**src/rtl/pair_opcode_pkg.sv**
```systemverilog
package pair_opcode_pkg;

   // Classification of a field by the number of set bits
   typedef enum logic [1:0] {
      FC_SPARSE = 2'd0,   // fewer than two bits: no-operation
      FC_PAIR   = 2'd1,   // exactly two bits: legal operation
      FC_EXCESS = 2'd2    // more than two bits: illegal
   } field_class_e;

   // Counting structure variants
   localparam int CNT_RIPPLE = 0;
   localparam int CNT_ADDER  = 1;

   // Number of unordered bit pairs in a field of the given width
   function automatic int pair_total(input int width);
      return (width * (width - 1)) / 2;
   endfunction

   // Slot of pair (lo, hi), lo < hi, enumerated by lo then hi
   function automatic int pair_slot(input int lo, input int hi, input int width);
      return lo * width - (lo * (lo + 1)) / 2 + (hi - lo - 1);
   endfunction

endpackage

```
**src/rtl/pair_opcode_class.sv**
```systemverilog
module pair_opcode_class
   import pair_opcode_pkg::*;
#(
   parameter int FIELD_W     = 8,
   parameter int COUNT_STYLE = CNT_RIPPLE
) (
   input  logic [FIELD_W-1:0] field_i,
   output field_class_e       class_o
);

   logic at_least2;
   logic at_least3;

   generate
      if (COUNT_STYLE == CNT_RIPPLE) begin : g_ripple
         // Saturating thermometer: ge1/ge2/ge3 after bits [k-1:0]
         logic [FIELD_W-1:0] ge1;
         logic [FIELD_W:0]   ge2;
         logic [FIELD_W:0]   ge3;

         assign ge1[0] = 1'b0;
         assign ge2[0] = 1'b0;
         assign ge3[0] = 1'b0;

         for (genvar k = 0; k < FIELD_W; k++) begin : g_bit
            if (k < FIELD_W - 1) begin : g_ge1
               assign ge1[k+1] = ge1[k] | field_i[k];
            end
            assign ge2[k+1] = ge2[k] | (ge1[k] & field_i[k]);
            assign ge3[k+1] = ge3[k] | (ge2[k] & field_i[k]);
         end

         assign at_least2 = ge2[FIELD_W];
         assign at_least3 = ge3[FIELD_W];
      end else if (COUNT_STYLE == CNT_ADDER) begin : g_adder
         localparam int CW = $clog2(FIELD_W + 1);
         logic [CW-1:0] ones;

         always_comb begin
            ones = '0;
            for (int k = 0; k < FIELD_W; k++) begin
               ones = ones + CW'(field_i[k]);
            end
         end

         assign at_least2 = (ones >= CW'(2));
         assign at_least3 = (ones >= CW'(3));
      end else begin : g_bad_style
         $error("pair_opcode_class: unknown COUNT_STYLE");
      end
   endgenerate

   always_comb begin
      if (at_least3) begin
         class_o = FC_EXCESS;
      end else if (at_least2) begin
         class_o = FC_PAIR;
      end else begin
         class_o = FC_SPARSE;
      end
   end

endmodule

```
**src/rtl/pair_opcode_matrix.sv**
```systemverilog
module pair_opcode_matrix
   import pair_opcode_pkg::*;
#(
   parameter int FIELD_W = 8
) (
   input  logic [FIELD_W-1:0]                 field_i,
   input  logic                               pair_ok_i,
   output logic [pair_total(FIELD_W)-1:0]     en_o
);

   // One AND gate per unordered pair, gated by the exactly-two condition
   generate
      for (genvar lo = 0; lo < FIELD_W - 1; lo++) begin : g_lo
         for (genvar hi = lo + 1; hi < FIELD_W; hi++) begin : g_hi
            localparam int SLOT = pair_slot(lo, hi, FIELD_W);
            assign en_o[SLOT] = pair_ok_i & field_i[lo] & field_i[hi];
         end
      end
   endgenerate

endmodule

```
**src/rtl/pair_opcode_stage.sv**
```systemverilog
module pair_opcode_stage #(
   parameter int W = 30
) (
   input  logic         clk,
   input  logic         rst,
   input  logic         load_i,
   input  logic [W-1:0] d_i,
   output logic [W-1:0] q_o
);

   // Loads on strobe; clears on reset or when the strobe is low
   always_ff @(posedge clk) begin
      if (rst || !load_i) begin
         q_o <= '0;
      end else begin
         q_o <= d_i;
      end
   end

endmodule

```
**src/rtl/pair_opcode_decoder.sv**
```systemverilog
module pair_opcode_decoder
   import pair_opcode_pkg::*;
#(
   parameter int FIELD_W     = 8,
   parameter int COUNT_STYLE = CNT_RIPPLE
) (
   input  logic                                clk,
   input  logic                                rst,
   input  logic                                field_valid_i,
   input  logic [FIELD_W-1:0]                  field_i,
   output logic [(FIELD_W*(FIELD_W-1))/2-1:0]  op_en_o,
   output logic                                nop_o,
   output logic                                illegal_o
);

   localparam int NUM_OPS = pair_total(FIELD_W);
   localparam int STAGE_W = NUM_OPS + 2;

   generate
      if (FIELD_W < 2) begin : g_chk_narrow
         $error("pair_opcode_decoder: FIELD_W must be at least 2");
      end
      if (FIELD_W > 16) begin : g_chk_wide
         $error("pair_opcode_decoder: FIELD_W above 16 is not supported");
      end
      if ((COUNT_STYLE != CNT_RIPPLE) && (COUNT_STYLE != CNT_ADDER)) begin : g_chk_style
         $error("pair_opcode_decoder: COUNT_STYLE out of range");
      end
   endgenerate

   field_class_e         fclass;
   logic                 pair_ok;
   logic [NUM_OPS-1:0]   en_comb;
   logic [STAGE_W-1:0]   stage_d;
   logic [STAGE_W-1:0]   stage_q;

   pair_opcode_class #(
      .FIELD_W     (FIELD_W),
      .COUNT_STYLE (COUNT_STYLE)
   ) class_i (
      .field_i (field_i),
      .class_o (fclass)
   );

   assign pair_ok = (fclass == FC_PAIR);

   pair_opcode_matrix #(
      .FIELD_W (FIELD_W)
   ) matrix_i (
      .field_i   (field_i),
      .pair_ok_i (pair_ok),
      .en_o      (en_comb)
   );

   assign stage_d = {en_comb, (fclass == FC_SPARSE), (fclass == FC_EXCESS)};

   pair_opcode_stage #(
      .W (STAGE_W)
   ) stage_i (
      .clk    (clk),
      .rst    (rst),
      .load_i (field_valid_i),
      .d_i    (stage_d),
      .q_o    (stage_q)
   );

   assign op_en_o   = stage_q[STAGE_W-1:2];
   assign nop_o     = stage_q[1];
   assign illegal_o = stage_q[0];

endmodule

```
**config.mk**
```make
export PLATFORM = sky130hd
export DESIGN_NAME = pair_opcode_decoder
export DESIGN_NICKNAME = d
export VERILOG_FILES = /design/src/rtl/pair_opcode_pkg.sv /design/src/rtl/pair_opcode_class.sv /design/src/rtl/pair_opcode_matrix.sv /design/src/rtl/pair_opcode_stage.sv /design/src/rtl/pair_opcode_decoder.sv
export SDC_FILE = /design/constraint.sdc
export NUM_CORES = 1
export LEC_CHECK = 0
export BUFFER_PORTS_ARGS = -buffer_cell sky130_fd_sc_hd__buf_2
export CAP_MARGIN = 20
export CORE_ASPECT_RATIO = 0.9
export CORE_MARGIN = 2
export CORE_UTILIZATION = 55
export CTS_BUF_LIST = sky130_fd_sc_hd__clkbuf_8
export DETAILED_ROUTE_END_ITERATION = 16
export PLACE_DENSITY = 0.82
export RECOVER_POWER = 100
export SETUP_SLACK_MARGIN = 0.5
export SYNTH_ARGS = -nofsm -noshare
export SYNTH_HDL_FRONTEND = slang
export SYNTH_SLANG_ARGS = --single-unit
```
**constraint.sdc**
```tcl
create_clock -name clk -period 3.8 [get_ports clk]
set_input_delay 0.19 -clock clk [delete_from_list [all_inputs] [get_ports clk]]
set_output_delay 0.19 -clock clk [all_outputs]
set_load 0.02 [all_outputs]
```
## Yosys cells after proc, flatten, opt, wreduce, memory -nomap -nowiden

Index checks and enable logic that the tools add are counted.

| cells by class | value |
|---|---|
| reductions and logical operators | 3 |
| bitwise operators | 65 |
| mux-type cells | 2 |
| eq/ne operators | 2 |

Operator list:

| kind | count |
|---|---|
| AND 1 bit | 48 |
| OR 1 bit | 17 |
| equality test 2 x 1 -> 1 bit, second input constant | 1 |
| equality test 2 bit, second input constant | 1 |
| logical NOT 2 bit | 1 |
| two-way mux 2 bit | 1 |
| logical NOT 1 bit | 1 |
| logical OR 1 bit | 1 |
| two-way mux 1 bit | 1 |

| word-level totals | value |
|---|---|
| bits of input ports | 11 |
| output and inout port bits | 30 |
| register bits after elaboration | 30 |
| word-level logic and storage cells | 73 |

## Longest topological paths before layout

Gate-level depths: netlist (run 1).

| depth | value |
|---|---|
| depth after elaboration | 13 |
| depth in mapped cells | 7 |
| gate-level depth less buffers | 4 |

## Hierarchy

From an unflattened synthesis (run 1), not the netlist that was laid out.

| unflattened totals | value |
|---|---|
| cell total of the unflattened synthesis | 123 |
| area total of the unflattened synthesis | 1295.0 um^2 |

Modules (own cells, without submodules):

| module | sequential area each (um^2) | cells an instance | area an instance (um^2) | instances |
|---|---|---|---|---|
| pair_opcode_stage | 600.6 | 66 | 900.9 | 1 |
| pair_opcode_matrix | 0.0 | 30 | 207.7 | 1 |
| pair_opcode_class | 0.0 | 24 | 167.7 | 1 |
| pair_opcode_decoder | 0.0 | 3 | 18.8 | 1 |

## Worst setup path before layout (run 1)

No wires, ideal clock.

| path | value |
|---|---|
| path kind | input -> register |
| start | input field_i[4] |
| end | register stage_i.q_o[12] |
| required time | 3.721 ns |
| slack | 2.122 ns |
| arrival | 1.599 ns |
| library setup time | 0.079 ns |
| stages | 6 |
| buffers on the path | 2 |
| path through | or3_4 -> o21a_1 -> o311a_1 -> buf_6 -> buf_12 -> a211oi_2 |

| on the way | value |
|---|---|
| word-level cells in the longest chain between the ends | 10 |
| elaborated cells between the ends (all ways) | 24 |
| classes of those cells | 1 x eq/ne; 2 x mux; 21 x bitwise |

Ends and longest elaborated chain:

| element | line | RTL |
|---|---|---|
| from (decl) | pair_opcode_decoder.sv:10 | `input logic [FIELD_W-1:0] field_i,` |
| AND 1 bit / OR 1 bit (equally long branches) | pair_opcode_class.sv:29, pair_opcode_class.sv:27 |  |
| OR 1 bit, or another cell as far along (4 in series) | pair_opcode_class.sv:29 | `assign ge2[k+1] = ge2[k] \| (ge1[k] & field_i[k]);` |
| two-way mux 1 bit / OR 1 bit (equally long branches) | pair_opcode_class.sv:56, pair_opcode_class.sv:30 |  |
| two-way mux 2 bit (*) | pair_opcode_class.sv:54 | `if (at_least3) begin` |
| equality test 2 x 1 -> 1 bit (*) | pair_opcode_decoder.sv:45 | `assign pair_ok = (fclass == FC_PAIR);` |
| AND 1 bit (*) (2 in series) | pair_opcode_matrix.sv:16 | `assign en_o[SLOT] = pair_ok_i & field_i[lo] & field_i[hi];` |
| to (signal assigned) | pair_opcode_stage.sv:16 | `q_o <= d_i;` |
| to (decl) | pair_opcode_stage.sv:8 | `output logic [W-1:0] q_o` |

Every way passes the cells marked *; elsewhere a longest branch is shown, timed or not.
A chain may end at the register's enable or synchronous reset.

## Final worst setup path (run 1)

| path | value |
|---|---|
| start | input field_i[4] |
| end | register stage_i.q_o[28] |

Same word-level chain as after synthesis.

==> results.py, run 1 <==
metrics = {
    "run_status": {
        "status": "complete, no violations",
    },
    "global_route": {
        "grt_pass1_wl_um": 3919,
        "groute.usage.overall_pct": 21.28,
        "grt_overflow": 0,
        "antenna_found_initial": 0,
        "grt_max_degree": 20,
        "grt_pass1_vias": 860,
    },
    "power_and_ir_drop": {
        "ir_worst_vdd_uv": 323.1,
        "power.density_nw_per_um2": 461.8,
        "p_leak_nw": 0.5599,
    },
    "layout": {
        "final_nets": 167,
        "fillCellCount": 199,
        "syn_to_final_growth_pct": 13.86,
        "final_common_cell": "clkbuf_1",
        "regMostFlops": "stage_i.q_o",
        "antenna_cells": 0,
        "layout.cells.non_filler": 184,
        "drive_above_1_share_pct": 12.10,
        "largest_reg_flops": 30,
        "mostFrequentLayoutCells": "clkbuf_1 (31), dfxtp_1 (30), nand2_1 (19)",
        "reg.largest.list": "stage_i.q_o x30",
    },
    "clock_tree": {
        "numCtsBuffers": 5,
        "clk_pin_slew_ns": 0.06,
        "hold_buffers": 0,
        "cts_max_path_buffers": 2,
        "cts_max_level": 2,
        "postCtsSetupRepairBufs": 0,
        "cts_tree": "yes",
        "cts_resized": 0,
        "clkSinkCount": 30,
        "cts_root_buffer": "clkbuf_8",
    },
    "sta": {
        "setup_ws_ns": 1.926,
        "relSlewSlack_pct": 60.17,
        "worst_slew_pin_slew_ns": 0.5975,
        "fin_hold_ws_ns": 0.08280,
        "slew_violations": 0,
        "hold_violations": 0,
        "fin_crit_sh_pct": 49.33,
        "rsz0062_at_grt": "no",
        "min_period_ns": 1.874,
        "fin_setup_tns_ns": 0,
        "setup_viol": 0,
        "fmax_mhz": 533.5,
    },
    "yosys": {
        "ys_ff_latch": 30,
        "synth.net_count": 131,
        "netlist_area_um2": 1210,
        "synth.largest_area_cell": "dfxtp_1",
        "synth_xor_area_share_pct": 0.7239,
        "synth_compound_area_share_pct": 26.16,
        "synth_fa_ha_area_share_pct": 0.8273,
        "syn_area_per_cell_um2": 10.08,
        "ys_seq_area_share_pct": 49.64,
        "synth_cell_types": 29,
        "synth_top_family_by_area": "compound AO/OA/AOI/OAI gates",
        "yosys.area_share.simple_pct": 15.82,
        "synthMuxAreaShare_pct": 0,
        "synthCells": 120,
        "synth_top_area_share_pct": 49.64,
        "yosysWarnings": 0,
        "synth.area.top_cells": "dfxtp_1 (50%), a211oi_2 (10%), nand2_1 (5.9%)",
    },
    "route": {
        "drt_iter0_markers": 22,
        "drc_errors": 0,
        "ant_nets": 0,
        "viasPerCell": 5.522,
        "dr.pass1.iters": 4,
        "vias": 1016,
        "drt_wl_total_um": 2515,
        "routedWlPerCell_um": 13.67,
    },
    "setup_path": {
        "cpMaxStageDelayCell": "o311a_1",
        "worstPathCellList": "clkbuf_1 > or3_1 > o21a_1 > o311a_1 > a211oi_1",
        "cp-end-kind": "flip-flop",
        "critical_path_class": "in -> reg",
        "arrival_ns": 2.06,
        "crit_fanout": 18,
        "critPathMaxStageDelay_ns": 0.58,
        "required_ns": 3.99,
        "cp-start-kind": "input pin",
    },
    "worst_hold_path": {
        "holdPathEnd": "stage_i.q_o[0]",
        "hold_depth": 2,
        "hp-start": "rst",
        "worstHoldPathType": "in -> reg",
    },
    "place": {
        "gp_congestion": 0.8298,
        "pre_cts_ws_ns": 1.668,
        "io_buffers": 40,
        "placed_cells": 176,
        "dp.final_hpwl_um": 1685,
    },
    "die": {
        "core_um2": 2122,
        "die_w_um": 53.44,
        "die_area_um2": 2592,
        "io_pins": 41,
        "rows": 16,
        "initial_core_util_pct": 57.02,
        "dieHeight_um": 48.50,
    },
    "job": {
        "maxCapViolations": 0,
    },
}
[cell type report]
cell class / instances / area (um^2) / share of cell area [%]
Inverter: 1 / 3.754 / 0.2725
Clock buffer: 6 / 82.58 / 5.995
Timing Repair Buffer: 42 / 176.4 / 12.81
Tap cell: 27 / 33.78 / 2.452
Clock inverter: 2 / 8.758 / 0.6358
Sequential cell: 30 / 600.6 / 43.60
Multi-Input combinational cell: 76 / 471.7 / 34.24
[worst max-delay path, delay by kind of cell]
family,cells,cell delay (ns)
compound gates,3,1.17
buf+inv,1,0.21
simple gates,1,0.48
[through the flow]
stage,utilization [%],instance area [um^2],power [W]
5_1_grt,64.92,1378,0.0006604
4_1_cts,69.34,1471,0.0006447
3_5_place_dp,65.04,1380,0.0003934
2_1_floorplan,-,1210,0.0003826
3_3_place_gp,65.04,1380,0.0003912
6_report,64.92,1378,0.0006361
[how the worst max path moves through the flow]
stage                            endpoint  slack (ns)       start  cells past startpoint
after global routing       stage_i.q_o[8]        1.81  field_i[4]                      5
after floorplan           stage_i.q_o[12]        2.12  field_i[4]                      6
after CTS                 stage_i.q_o[22]        1.96  field_i[4]                      5
after global placement    stage_i.q_o[25]        1.81  field_i[4]                      5
after detailed placement  stage_i.q_o[22]        1.67  field_i[4]                      5
final                     stage_i.q_o[28]        1.93  field_i[4]                      5
[where the power goes]
part           switching, W  leakage [nW]  internal [W]
clock              0.000112        0.0524      0.000143
sequential      0.000000886         0.242      0.000318
combinational     0.0000439         0.265     0.0000180
total              0.000157         0.560      0.000479
[per-layer routing]
| layer | vias up | GRT usage (%) | wire length, um |
|---|---|---|---|
| met3 | 6 | 7.407 | 183 |
| met4 | 0 | 11.54 | 46 |
| met5 | - | 0 | 0 |
| met1 | 473 | 27.29 | 1142 |
| met2 | 34 | 30.86 | 1143 |
| li1 | 503 | - | - |
[cells in the mapped netlist]
master,instances
a2111o_1,1
buf_2,5
a211oi_2,10
or3_1,1
o21ai_0,1
buf_6,1
o311a_1,1
clkbuf_1,6
dfxtp_1,30
o211ai_1,3
o21a_1,2
and3_1,10
or3_4,1
nor2_1,2
inv_1,1
nand4_1,1
nor3_1,4
nand2_1,19
o211a_1,2
buf_12,1
o21ai_1,2
xnor2_1,1
a31o_2,1
maj3_1,1
a21oi_1,1
a21boi_0,2
or2_1,1
a211oi_1,8
a311oi_1,1
[cell families after synthesis]
group | after synthesis
simple gates | 39
compound gates | 35
flops | 30
xor+xnor | 1
fa+ha+maj | 1
buf+inv | 14
No activity file was read; power rests on OpenSTA's default activity.
==> run 2, diff against run 1 <==
--- a/config.mk
+++ b/config.mk
@@ -5,14 +5,15 @@
 export SDC_FILE = /design/constraint.sdc
 export NUM_CORES = 1
 export LEC_CHECK = 0
+export ABC_AREA = 1
 export BUFFER_PORTS_ARGS = -buffer_cell sky130_fd_sc_hd__buf_2
 export CAP_MARGIN = 20
 export CORE_ASPECT_RATIO = 0.9
 export CORE_MARGIN = 2
-export CORE_UTILIZATION = 55
+export CORE_UTILIZATION = 44
 export CTS_BUF_LIST = sky130_fd_sc_hd__clkbuf_8
 export DETAILED_ROUTE_END_ITERATION = 16
-export PLACE_DENSITY = 0.82
+export PLACE_DENSITY = 0.73
 export RECOVER_POWER = 100
 export SETUP_SLACK_MARGIN = 0.5
 export SYNTH_ARGS = -nofsm -noshare
==> constraint.sdc (replaced) <==
create_clock -name clk -period 1.55 [get_ports clk]
set_input_delay 0.0775 -clock clk [delete_from_list [all_inputs] [get_ports clk]]
set_output_delay 0.0775 -clock clk [all_outputs]
set_load 0.02 [all_outputs]
==> results.py, run 2 <==
metrics = {
    "sta": {
        "fin_setup_tns_ns": 0,
        "hold_violations": 0,
        "setup_ws_ns": 0.2914,
        "rsz0062_at_grt": "yes",
        "fmax_mhz": 794.5,
        "slew_violations": 0,
        "worst_slew_pin_slew_ns": 0.4692,
        "relSlewSlack_pct": 68.60,
        "setup_viol": 0,
        "fin_crit_sh_pct": 81.20,
        "min_period_ns": 1.259,
    },
    "route": {
        "vias": 928,
        "ant_nets": 0,
        "viasPerCell": 4.833,
        "routedWlPerCell_um": 12.58,
        "drt_wl_total_um": 2415,
        "dr.pass1.iters": 4,
        "drt_iter0_markers": 23,
        "drc_errors": 0,
    },
    "yosys": {
        "netlist_area_um2": 1002,
        "yosysWarnings": 0,
        "synth_most_common_cell": "nor2_1",
        "synth.area.top_cells": "dfxtp_1 (60%), nor2_1 (12%), nand2_1 (7.5%)",
        "synth_commonest_cells": "nor2_1 (33), dfxtp_1 (30), nand2_1 (20)",
        "ys_ff_latch": 30,
        "synth_cell_types": 14,
        "synth_ff_type": "dfxtp_1",
        "synth_top_area_share_pct": 59.93,
        "ys_seq_area_share_pct": 59.93,
        "synthCells": 113,
        "synth.net_count": 124,
        "syn_area_per_cell_um2": 8.869,
        "ys_async_sr_fraction_pct": 0,
        "synth_edf_count": 0,
        "synth.largest_area_cell": "dfxtp_1",
    },
    "setup_path": {
        "cp-end-kind": "flip-flop",
        "crit_fanout": 8,
        "critical_path_class": "in -> reg",
        "cpMaxStageDelayCell": "nand4_1",
        "crit_top_cell": "nand2_1",
        "worstPathCellList": "buf_8 > nor2_4 > inv_1 > nand2_1 > nand2_2 > a21oi_2 > nand2_1 > nor2_8 > nand4_1 > nor2_2",
        "cp-start-kind": "input pin",
        "critPathMaxStageDelay_ns": 0.26,
        "arrival_ns": 1.46,
        "required_ns": 1.75,
    },
    "power_and_ir_drop": {
        "internal_power_w": 0.001126,
        "power.density_nw_per_um2": 1067,
        "p_seq_share_pct": 52.3,
        "power.total_w": 0.001486,
        "p_clk_share_pct": 37.9,
        "switching_share_pct": 24.27,
        "ir_worst_vdd_uv": 707.8,
        "power_frac_comb_pct": 9.7,
        "p_leak_nw": 0.5540,
        "p_sw_w": 0.0003607,
    },
    "clock_tree": {
        "clkSinkCount": 30,
        "numCtsBuffers": 5,
        "cts_max_path_buffers": 2,
        "cts_tree": "yes",
        "hold_buffers": 0,
        "clk_pin_slew_ns": 0.06,
        "cts_root_buffer": "clkbuf_8",
        "cts_max_level": 2,
    },
    "layout": {
        "drive_above_1_share_pct": 24.85,
        "multiInputGateArea_um2": 432.9,
        "final_nets": 176,
        "final_common_cell": "clkbuf_1",
        "reg.largest.list": "stage_i.q_o x30",
        "antenna_cells": 0,
        "largest_reg_flops": 30,
        "postLayoutCoreUtil_pct": 64.41,
        "regMostFlops": "stage_i.q_o",
        "fillCellCount": 210,
        "layout.cells.non_filler": 192,
        "syn_to_final_growth_pct": 38.95,
        "seqCellArea_um2": 600.6,
        "mostFrequentLayoutCells": "clkbuf_1 (31), dfxtp_1 (30), nor2_1 (28)",
    },
    "global_route": {
        "grt_overflow": 0,
        "grt_max_degree": 10,
        "antenna_found_initial": 0,
        "grt_pass1_wl_um": 3870,
        "groute.usage.overall_pct": 20.38,
        "grt_pass1_vias": 889,
    },
    "place": {
        "placed_cells": 180,
        "dp.final_hpwl_um": 1663,
        "io_buffers": 40,
        "pre_cts_ws_ns": 0.04628,
        "gp_congestion": 0.8036,
    },
    "job": {
        "maxCapViolations": 0,
    },
    "run_status": {
        "status": "complete, no violations",
    },
    "die": {
        "dieHeight_um": 49.28,
        "die_w_um": 54.31,
        "rows": 16,
        "initial_core_util_pct": 46.35,
        "core_um2": 2162,
        "io_pins": 41,
        "die_area_um2": 2676,
    },
    "worst_hold_path": {
        "worstHoldPathType": "in -> reg",
    },
}
run 2: changes by cell type after synthesis, moves of 4 or more:
| cell | change |
|---|---|
| nor2_1 | +31 |
| a211oi_2 | -10 |
| and3_1 | -10 |
| a211oi_1 | -8 |
| inv_1 | +8 |
| clkbuf_1 | -6 |
| buf_2 | -5 |
| nand3_1 | +5 |
| nand4_1 | +4 |
| nor3_1 | -4 |
run 2: metrics by stage:
step	instance area (um^2)	hold slack (ns)
2_1_floorplan	1042	0.2193
3_3_place_gp	1276	0.4082
3_5_place_dp	1276	0.4118
4_1_cts	1429	0.1226
5_1_grt	1393	0.1438
6_report	1393	0.1274
run 2: area by class of cell:
| cell class | count | share of cell area (%) |
|---|---|---|
| sequential | 30 | 43.13 |
| clock buffer | 5 | 4.942 |
| clock inverter | 2 | 0.7188 |
| tap | 27 | 2.426 |
| inverter | 9 | 2.426 |
| timing repair buffer | 45 | 15.27 |
| multi-input combinational | 74 | 31.09 |
run 2: worst paths after layout:
kind / slack, ns / depth (start not counted) / from / endpoint
min: 0.13 / 3 / field_i[3] / stage_i.q_o[22]
max: 0.29 / 10 / field_i[0] / stage_i.q_o[10]
run 2: logic make-up after synthesis:
group,Yosys count,share of synthesized area [%]
simple gates,71,34.96
buf+inv,9,3.371
compound gates,3,1.748
flops,30,59.93
run 2: repair_timing:
item / CTS / global route
endpoints found under the setup margin: 28 / 29
gates resized for setup: 12 / 10
setup buffers: 4 / 1
pin swaps: 10 / 11
run 2: critical path: cells and delay by family:
| kind | cells | cell delay (ns) |
|---|---|---|
| and+or+nand+nor | 7 | 1.08 |
| buffers and inverters | 2 | 0.17 |
| AOI/OAI and AO/OA | 1 | 0.14 |
run 2: power by group through the flow:
stage	sequential [W]	combinational (W)	clock, W
finish	0.000778	0.000145	0.000564
floorplan	0.000801	0.0000739	0
global route	0.000778	0.000159	0.000602
detailed placement	0.000794	0.000124	0
CTS	0.000778	0.000143	0.000573
global placement	0.000794	0.000121	0
run 2: metal layers:
layer | up-vias | GRT usage (%) | share of wire [%]
met5 | - | 0 | 0
met2 | 39 | 33.53 | 50
met1 | 422 | 22.97 | 40
li1 | 459 | - | -
met3 | 8 | 6.442 | 7.4
met4 | 0 | 10.00 | 3.1
==> run 3, diff against run 2 <==
--- a/config.mk
+++ b/config.mk
@@ -5,12 +5,12 @@
 export SDC_FILE = /design/constraint.sdc
 export NUM_CORES = 1
 export LEC_CHECK = 0
-export ABC_AREA = 1
+export ABC_AREA = 0
 export BUFFER_PORTS_ARGS = -buffer_cell sky130_fd_sc_hd__buf_2
 export CAP_MARGIN = 20
 export CORE_ASPECT_RATIO = 0.9
 export CORE_MARGIN = 2
-export CORE_UTILIZATION = 44
+export CORE_UTILIZATION = 46
 export CTS_BUF_LIST = sky130_fd_sc_hd__clkbuf_8
 export DETAILED_ROUTE_END_ITERATION = 16
 export PLACE_DENSITY = 0.73
==> constraint.sdc (replaced) <==
create_clock -name clk -period 1.1 [get_ports clk]
set_input_delay 0.055 -clock clk [delete_from_list [all_inputs] [get_ports clk]]
set_output_delay 0.055 -clock clk [all_outputs]
set_load 0.02 [all_outputs]
==> results.py, run 3 (synthesis results as in run 1) <==
metrics = {
    "route": {
        "drt_wl_total_um": 5274,
        "viasPerCell": 6.271,
        "routedWlPerCell_um": 23.86,
        "ant_nets": 0,
        "dr.pass1.iters": 5,
        "vias": 1386,
        "drt_iter0_markers": 102,
        "drc_errors": 0,
    },
    "layout": {
        "reg.largest.list": "stage_i.q_o x30",
        "largest_reg_flops": 30,
        "antenna_cells": 0,
        "final_common_cell": "buf_6",
        "fillCellCount": 76,
        "syn_to_final_growth_pct": 87.69,
        "final_nets": 203,
        "drive_above_1_share_pct": 75.65,
        "postLayoutCoreUtil_pct": 92.04,
        "mostFrequentLayoutCells": "buf_6 (41), dfxtp_2 (30), buf_4 (23)",
        "regMostFlops": "stage_i.q_o",
    },
    "run_status": {
        "violations": "hold timing, setup timing",
        "status": "finished, violations left",
    },
    "die": {
        "initial_core_util_pct": 49.04,
        "dieHeight_um": 52.66,
        "die_area_um2": 3057,
        "io_pins": 41,
        "core_um2": 2467,
        "die_w_um": 58.06,
        "rows": 17,
    },
    "sta": {
        "setup_ws_ns": -0.3956,
        "setup_viol": 30,
        "fin_crit_sh_pct": 136.0,
        "fmax_mhz": 668.6,
        "relSlewSlack_pct": 67.83,
        "slew_violations": 0,
        "rsz0062_at_grt": "yes",
        "worst_slew_pin_slew_ns": 0.4805,
        "fin_hold_ws_ns": -0.05776,
        "hold_violations": 1,
        "min_period_ns": 1.496,
    },
    "power_and_ir_drop": {
        "power.density_nw_per_um2": 1168,
        "ir_worst_vdd_uv": 1571,
        "p_leak_nw": 0.9803,
    },
    "setup_path": {
        "worstPathCellList": "buf_6 > buf_6 > maj3_2 > o211ai_1 > o211ai_1 > buf_4 > a211oi_2",
        "cp-start-kind": "input pin",
        "critical_path_class": "in -> reg",
        "required_ns": 1.29,
        "cp-end-kind": "flip-flop",
        "arrival_ns": 1.68,
        "crit_fanout": 4,
        "crit_start": "field_i[4]",
        "critPathMaxStageDelay_ns": 0.35,
        "cpMaxStageDelayCell": "maj3_2",
        "cp.buffers_inverters": 3,
        "critPathTopFamily": "compound AO/OA/AOI/OAI gates",
    },
    "clock_tree": {
        "clkSinkCount": 30,
        "cts_tree": "yes",
        "cts_max_level": 2,
        "cts_root_buffer": "clkbuf_8",
        "cts_max_path_buffers": 2,
        "numCtsBuffers": 5,
        "clk_pin_slew_ns": 0.07,
    },
    "worst_hold_path": {
        "hold_depth": 2,
        "hp-start": "rst",
        "worstHoldPathType": "in -> reg",
        "holdPathEnd": "stage_i.q_o[0]",
    },
    "job": {
        "maxCapViolations": 0,
    },
    "place": {
        "io_buffers": 40,
        "dp.final_hpwl_um": 2101,
        "pre_cts_ws_ns": -0.5007,
        "gp_congestion": 0.8462,
    },
    "global_route": {
        "antenna_found_initial": 0,
        "grt_overflow": 0,
        "groute.usage.overall_pct": 26.93,
        "grt_pass1_wl_um": 5947,
        "grt_pass1_vias": 1194,
        "grt_max_degree": 19,
    },
}
-- run 3: changes by cell type in the layout (fill, tap and decap cells not counted), sizes merged, moves of 7 or more --
| cell | before | now |
|---|---|---|
| buf | 14 | 74 |
| nor2 | 36 | 2 |
| clkbuf | 36 | 7 |
| a211oi | 0 | 18 |
| and3 | 0 | 10 |
| inv | 9 | 1 |
| nand4 | 8 | 1 |
-- run 3: routing by layer --
layer / routed length, um / up-vias / global-route usage [%] / part of all wire, %
met3: 449 / 29 / 5.926 / 8.5
met1: 2017 / 671 / 31.01 / 38
met2: 2571 / 109 / 48.11 / 49
met5: 0 / - / 0 / 0
li1: - / 577 / - / -
met4: 235 / 0 / 11.24 / 4.5
-- run 3: worst max-delay path by stage --
stage	depth (start not counted)	endpoint	slack [ns]
finish	7	stage_i.q_o[18]	-0.40
global route	7	stage_i.q_o[18]	-0.39
CTS	6	stage_i.q_o[19]	-0.21
detailed placement	6	stage_i.q_o[19]	-0.50
global placement	6	stage_i.q_o[23]	-0.45
floorplan	6	stage_i.q_o[12]	-0.37
-- run 3: report_power, final --
group	internal [W]	switching [W]
clock	0.000503	0.000459
sequential	0.00110	0.00000799
combinational	0.000278	0.000306
-- run 3: timing repair --
item,CTS,global route
cloned,3,3
gates resized for setup,99,31
endpoints found under the hold margin,1,1
buffers inserted,2,6
pin swaps,7,16
setup endpoints to repair,60,60
-- run 3: cell type report --
class	count	area (um^2)	area share [%]
Multi-Input combinational cell	77	694.4	30.58
Timing Repair Buffer	77	804.5	35.43
Sequential cell	30	638.1	28.10
Clock inverter	2	12.51	0.5510
Inverter	1	3.754	0.1653
Tap cell	28	35.03	1.543
Clock buffer	6	82.58	3.636
-- run 3: per-stage QoR --
stage | std cells | total power [W] | setup TNS [ns] | cell area (um^2)
floorplan | 120 | 0.001333 | -6.436 | 1240
global placement | 199 | 0.001443 | -11.98 | 1577
detailed placement | 199 | 0.001455 | -13.17 | 1577
CTS | 212 | 0.002446 | -3.524 | 2048
global route | 221 | 0.002687 | -8.474 | 2271
finish | 221 | 0.002653 | -7.702 | 2271
